[config.mk]
export PLATFORM = sky130hd
export DESIGN_NAME = taint_vector_tracker
export DESIGN_NICKNAME = d
export VERILOG_FILES = /design/src/rtl/tvt_pkg.sv /design/src/rtl/tvt_table.sv /design/src/rtl/tvt_classify.sv /design/src/rtl/taint_vector_tracker.sv
export SDC_FILE = /design/constraint.sdc
export NUM_CORES = 1
export LEC_CHECK = 0
export ABC_AREA = 1
export BUFFER_PORTS_ARGS = -buffer_cell sky130_fd_sc_hd__buf_2
export CAP_MARGIN = 20
export CORE_AREA = 2 2 130 106
export DETAILED_ROUTE_END_ITERATION = 16
export DIE_AREA = 0 0 132 108
export MAX_ROUTING_LAYER = met4
export PLACE_DENSITY_LB_ADDON = 0.12
export SLEW_MARGIN = 15
export SYNTH_ARGS = -nofsm -noshare
export SYNTH_HDL_FRONTEND = slang
export SYNTH_SLANG_ARGS = --single-unit
export TNS_END_PERCENT = 30
[constraint.sdc]
create_clock -name clk -period 3.6 [get_ports clk]
set_input_delay 1.08 -clock clk [delete_from_list [all_inputs] [get_ports clk]]
set_output_delay 1.08 -clock clk [all_outputs]
set_load 0.005 [all_outputs]
[src/rtl/tvt_pkg.sv]
// Package: shared types of the register taint tracker.
// Assumes: nothing beyond IEEE 1800-2017 packed types.
package tvt_pkg;

    // Two status bits per register; bit 0 vector, bit 1 invalid.
    typedef struct packed {
        logic inval;
        logic vec;
    } taint_t;

    // Operation class as presented by rename.
    typedef enum logic [1:0] {
        OP_PLAIN   = 2'b00,
        OP_STRIDE  = 2'b01,
        OP_UNSUP_A = 2'b10,
        OP_UNSUP_B = 2'b11
    } op_class_e;

    // Outcome of classification.
    typedef enum logic [1:0] {
        OUT_NONE   = 2'b00,
        OUT_SCALAR = 2'b01,
        OUT_VECTOR = 2'b10,
        OUT_DROP   = 2'b11
    } outcome_e;

endpackage

[src/rtl/tvt_table.sv]
// Module: taint storage, one 2-bit entry per architectural register.
// Two combinational read ports, one synchronous write port, and a
// synchronous clear that beats the write. Assumes indices < NUM_REGS.
module tvt_table
    import tvt_pkg::*;
#(
    parameter int NUM_REGS = 32,
    localparam int IDX_W = $clog2(NUM_REGS)
) (
    input  logic             clk,
    input  logic             rst_n,
    input  logic             clear_i,
    input  logic             wr_en_i,
    input  logic [IDX_W-1:0] wr_idx_i,
    input  taint_t           wr_bits_i,
    input  logic [IDX_W-1:0] rd0_idx_i,
    output taint_t           rd0_bits_o,
    input  logic [IDX_W-1:0] rd1_idx_i,
    output taint_t           rd1_bits_o
);

    taint_t entries [NUM_REGS];

    for (genvar g = 0; g < NUM_REGS; g++) begin : g_entry
        // Hold one register's bits: reset/clear to zero, else take a matching write.
        always_ff @(posedge clk) begin
            if (!rst_n || clear_i) begin
                entries[g] <= '0;
            end else if (wr_en_i && (wr_idx_i == IDX_W'(g))) begin
                entries[g] <= wr_bits_i;
            end
        end

        // a clear leaves this entry zero on the following cycle.
        assert_clear_zeroes_R8: assert property (@(posedge clk) disable iff (!rst_n)
            clear_i |=> (entries[g] == '0));

        // with no write aimed here and no clear, the entry keeps its value.
        assert_untouched_holds_R7: assert property (@(posedge clk) disable iff (!rst_n)
            (!clear_i && !(wr_en_i && (wr_idx_i == IDX_W'(g)))) |=> $stable(entries[g]));
    end

    // Read both source entries without delay.
    always_comb begin
        rd0_bits_o = entries[rd0_idx_i];
        rd1_bits_o = entries[rd1_idx_i];
    end

    // an accepted write is found in the addressed entry one cycle later.
    assert_write_lands_R2: assert property (@(posedge clk) disable iff (!rst_n)
        (wr_en_i && !clear_i) |=> (entries[$past(wr_idx_i)] == $past(wr_bits_i)));

endmodule

[src/rtl/tvt_classify.sv]
// Module: merges source taint with the op-class seed and picks an outcome.
// Purely combinational. Assumes source bits come from the table read ports.
module tvt_classify
    import tvt_pkg::*;
(
    input  logic      inst_valid_i,
    input  op_class_e op_class_i,
    input  logic      src0_valid_i,
    input  taint_t    src0_bits_i,
    input  logic      src1_valid_i,
    input  taint_t    src1_bits_i,
    output taint_t    merged_o,
    output outcome_e  outcome_o
);

    taint_t src_or;

    // OR the bits of the sources that are in use.
    always_comb begin
        src_or = '0;
        if (src0_valid_i) src_or = src_or | src0_bits_i;
        if (src1_valid_i) src_or = src_or | src1_bits_i;
    end

    // Add the op-class seed: stride load taints vector, unsupported taints invalid.
    always_comb begin
        merged_o       = src_or;
        merged_o.vec   = src_or.vec   | (op_class_i == OP_STRIDE);
        merged_o.inval = src_or.inval | op_class_i[1];
    end

    // Choose the outcome: invalid wins, then vector, else scalar.
    always_comb begin
        if (!inst_valid_i)       outcome_o = OUT_NONE;
        else if (merged_o.inval) outcome_o = OUT_DROP;
        else if (merged_o.vec)   outcome_o = OUT_VECTOR;
        else                     outcome_o = OUT_SCALAR;
    end

endmodule

[src/rtl/taint_vector_tracker.sv]
// Module: top of the register taint tracker used during vector runahead.
// Classifies one renamed instruction per cycle and updates the destination
// entry at the next edge. Assumes one instruction per cycle, known inputs.
module taint_vector_tracker
    import tvt_pkg::*;
#(
    parameter int NUM_REGS = 32,
    localparam int IDX_W = $clog2(NUM_REGS)
) (
    input  logic             clk,
    input  logic             rst_n,
    input  logic             clear_i,
    input  logic             inst_valid_i,
    input  logic [1:0]       op_class_i,
    input  logic             src0_valid_i,
    input  logic [IDX_W-1:0] src0_idx_i,
    input  logic             src1_valid_i,
    input  logic [IDX_W-1:0] src1_idx_i,
    input  logic             dst_valid_i,
    input  logic [IDX_W-1:0] dst_idx_i,
    output logic             vec_issue_o,
    output logic             scalar_issue_o,
    output logic             drop_o,
    output logic [1:0]       dst_taint_o
);

    taint_t   rd0_bits;
    taint_t   rd1_bits;
    taint_t   merged;
    outcome_e outcome;
    logic     wr_en;

    tvt_table #(.NUM_REGS(NUM_REGS)) table_i (
        .clk        (clk),
        .rst_n      (rst_n),
        .clear_i    (clear_i),
        .wr_en_i    (wr_en),
        .wr_idx_i   (dst_idx_i),
        .wr_bits_i  (merged),
        .rd0_idx_i  (src0_idx_i),
        .rd0_bits_o (rd0_bits),
        .rd1_idx_i  (src1_idx_i),
        .rd1_bits_o (rd1_bits)
    );

    tvt_classify classify_i (
        .inst_valid_i (inst_valid_i),
        .op_class_i   (op_class_e'(op_class_i)),
        .src0_valid_i (src0_valid_i),
        .src0_bits_i  (rd0_bits),
        .src1_valid_i (src1_valid_i),
        .src1_bits_i  (rd1_bits),
        .merged_o     (merged),
        .outcome_o    (outcome)
    );

    // Write only for a valid instruction that names a destination.
    always_comb wr_en = inst_valid_i && dst_valid_i;

    // Decode the outcome onto the issue outputs.
    always_comb begin
        vec_issue_o    = (outcome == OUT_VECTOR);
        scalar_issue_o = (outcome == OUT_SCALAR);
        drop_o         = (outcome == OUT_DROP);
        dst_taint_o    = merged;
    end

    // a valid instruction gets exactly one outcome.
    assert_one_outcome_R6: assert property (@(posedge clk) disable iff (!rst_n)
        inst_valid_i |-> ($countones({vec_issue_o, scalar_issue_o, drop_o}) == 1));

    // no instruction, no outcome.
    assert_idle_quiet_R6: assert property (@(posedge clk) disable iff (!rst_n)
        !inst_valid_i |-> !(vec_issue_o || scalar_issue_o || drop_o));

    // an unsupported class is always dropped.
    assert_unsup_dropped_R4: assert property (@(posedge clk) disable iff (!rst_n)
        (inst_valid_i && op_class_i[1]) |-> (drop_o && dst_taint_o[1]));

    // a striding load is never issued as scalar.
    assert_stride_not_scalar_R3: assert property (@(posedge clk) disable iff (!rst_n)
        (inst_valid_i && (op_class_i == 2'b01)) |-> (!scalar_issue_o && dst_taint_o[0]));

    // an invalid source read from the table forces a drop.
    assert_bad_source_drops_R5: assert property (@(posedge clk) disable iff (!rst_n)
        (inst_valid_i && ((src0_valid_i && rd0_bits.inval) || (src1_valid_i && rd1_bits.inval)))
        |-> drop_o);

endmodule

==> results.tsv <==
metric	value	unit
synth_area_leaders	edfxtp_1 43%, nand2_1 23%, nand3_1 11%	
critical_path_buf_inv_count	5	
cap_violations	0	
synthCells	643	
layout_min_cycle_time	3.513	ns
grt_max_degree	33	
r2r_start	table_i.entries[3][1]$_SDFFCE_PN0P_	
reg_top3	table_i.entries (64)	
placedInstanceArea	0.004742	mm²
grt_overflow	0	
fmax	284.7	MHz
post-synth-top-area-cell	edfxtp_1	
via_per_inst	4.986	
final_nets	696	
hold_viol_final	0	
cp.depth	14	
finalPower	0.001953	W
core_area	0.01282	mm²
grt_pass1_vias	3702	
critPathKind	in2out	
dieHeight	108	µm
grt_antenna_before_repair	0	
portBuffers	28	
slowest_stage	clkbuf_16	
clkTransAtPathRegs	0.05	ns
hold_end	table_i.entries[14][1]$_SDFFCE_PN0P_	
fp-row-count	37	
wl	14920	µm
yosysSeqAreaShare	43.23	%
clock_sinks	64	
tns	0	ns
cp_slowest_stage_delay	0.18	ns
cts_root_buf	clkbuf_16	
finalCritPeriodShare	97.58	%
path_cells	buf_4, inv_6, clkbuf_16, nand2_1, nand3_1, nand3_1, nand2_1, nand2_1, nand3_1, nand3_2, nand3_4, nand2_1, inv_1, buf_2	
post_cts.repair.setup_buffers	0	
grt_usage	20.73	%
reg2reg_slack	1.69	ns
start_kind	primary input	
hold_buffers	0	
pin_count	29	
regMostFlops	table_i.entries	
critical_path.endpoint_type	output pin	
p_per_area	376.6	mW/mm²
clockBufferDepth	2	
drive_above_1_share	12.72	%
cts_resized	0	
peakVddDrop	0.2268	mV
cp_max_fo	16	
die_x	132	µm
worstSkewPairLatency	0.33	ns
antenna_left	0	
relSlewSlack	53.39	%
fin_area	0.005186	mm²
cts_max_level	3	
diodes	0	
post-route-drc-count	0	
syn_to_final_growth	16.66	%
tightest_slew	0.6966	ns
cts_tree	built	
synth_top_area_share	43.23	%
r2r-end	table_i.entries[16][1]$_SDFFCE_PN0P_	
rsz0062_at_grt	false	
hpwl	10130	µm
cts_buffers	9	
hold_depth	11	
slew_viol_final	0	
wl_per_cell	17.54	µm
crit_arrival	2.43	ns
worst_ep_required_time	2.52	ns
reg2regPathDepth	11	
gp_congestion	0.9539	
syn_nets	667	
start_util	34.67	%
drt_first_pass_iters	5	
yosysWarnings	0	
finalSetupViolations	0	
hold_class	reg2reg	
syn-cell-area	0.004446	mm²
ys_seq_elements	64	
vias	4243	
drt_iter0_markers	443	
largest_reg_flops	64	
crit_top_cell	nand2_1	
synth.distinct_cells	21	
min_from	table_i.entries[2][1]$_SDFFCE_PN0P_	
whs	1.336	ns
clock_skew	0.004911	ns
status	completed	
grt_pass1_wl	21470	µm
cp_top_family	simple AND/OR/NAND/NOR gates	
synth.avg_cell_area	6.914	µm²
dieArea	0.01426	mm²
cellLeakagePower	2.586	nW
==> cell usage after synthesis <==
cell type  instances
o211ai_1           2
nand3_1           98
nand3_2            4
inv_1             79
nor2_2             1
nand4_1            1
inv_2              8
or2_2              2
o21ai_0            7
nand2_1          278
o21ai_1            2
buf_2              9
inv_4              1
nor2_1            51
nor3_1             6
clkbuf_1           8
edfxtp_1          64
buf_4              5
nand3_4            2
buf_6             14
a21oi_1            1
==> power breakdown <==
part	internal (W)	total [W]	switching, W
registers	0.000851	0.000876	0.0000249
clock network	0.000457	0.000752	0.000295
logic	0.000110	0.000325	0.000215
total	0.00142	0.00195	0.000534
==> layout make-up <==
cell class / instances / area (µm²)
Sequential cell: 64 / 1922
Tap cell: 175 / 219.0
Timing Repair Buffer: 54 / 511.7
Inverter: 88 / 345.3
Fill cell: 1352 / 7637
Multi-Input combinational cell: 455 / 1941
Clock inverter: 2 / 7.507
Clock buffer: 13 / 240.2
==> per-layer routing <==
layer  wire [µm]  vias up  GRT usage (%)
li1            -     2068              -
met1        6997     1954          29.83
met2        6172      195          27.64
met3        1492       26          6.282
met4         261        0          6.211
met5           0        -              -
==> through the flow <==
stage / util (%) / worst slack (ns) / instances
finish: 40.44 / 0.08714 / 851
global route: 40.44 / 0.0004332 / 851
CTS: 38.91 / 0.05892 / 844
detailed placement: 36.98 / 0.06294 / 829
global placement: 36.98 / 0.09507 / 829
floorplan: - / 0.3034 / 643
==> kinds of logic (layout without fill, tap and decap cells) <==
| kind of cell | Yosys count | in the layout | synth area share, % |
|---|---|---|---|
| buffers and inverters | 124 | 157 | 13.57 |
| flip-flops | 64 | 64 | 43.23 |
| AND/OR/NAND/NOR | 443 | 443 | 41.74 |
| AO/OA/AOI/OAI | 12 | 12 | 1.463 |
==> worst max path at each step <==
stage	start	endpoint	slack [ns]
final	src0_idx_i[0]	drop_o	0.09
after global routing	src1_idx_i[0]	drop_o	0.0004
after CTS	src0_idx_i[0]	drop_o	0.06
after detailed placement	src0_idx_i[0]	drop_o	0.06
after global placement	src1_idx_i[0]	vec_issue_o	0.1
after floorplan	src1_idx_i[1]	scalar_issue_o	0.30
==> worst register-to-register path: stages, from the launching register on <==
cell and delay (ns):
edfxtp_1 0.45, nand2_1 0.10, nand3_1 0.09, nand3_1 0.10, nand2_1 0.06, nand2_1 0.06, nand3_1 0.10, nand3_2 0.13
nand3_4 0.14, buf_4 0.29, nand2_1 0.11, inv_1 0.04
==> cells in the final DEF (no fill, tap or decap), types with 4 or more instances in the layout <==
cell type  synthesis  layout
nor2_1            51      50
buf_2              9      26
buf_4              5      16
clkbuf_1           8       4
buf_12             0       5
o21ai_0            7       7
edfxtp_1          64      64
nand3_1           98      95
nand3_2            4       7
nor3_1             6       6
inv_2              8       6
nand2_1          278     277
clkbuf_16          0      15
inv_1             79      79
Power figures use the tool's default switching activity.
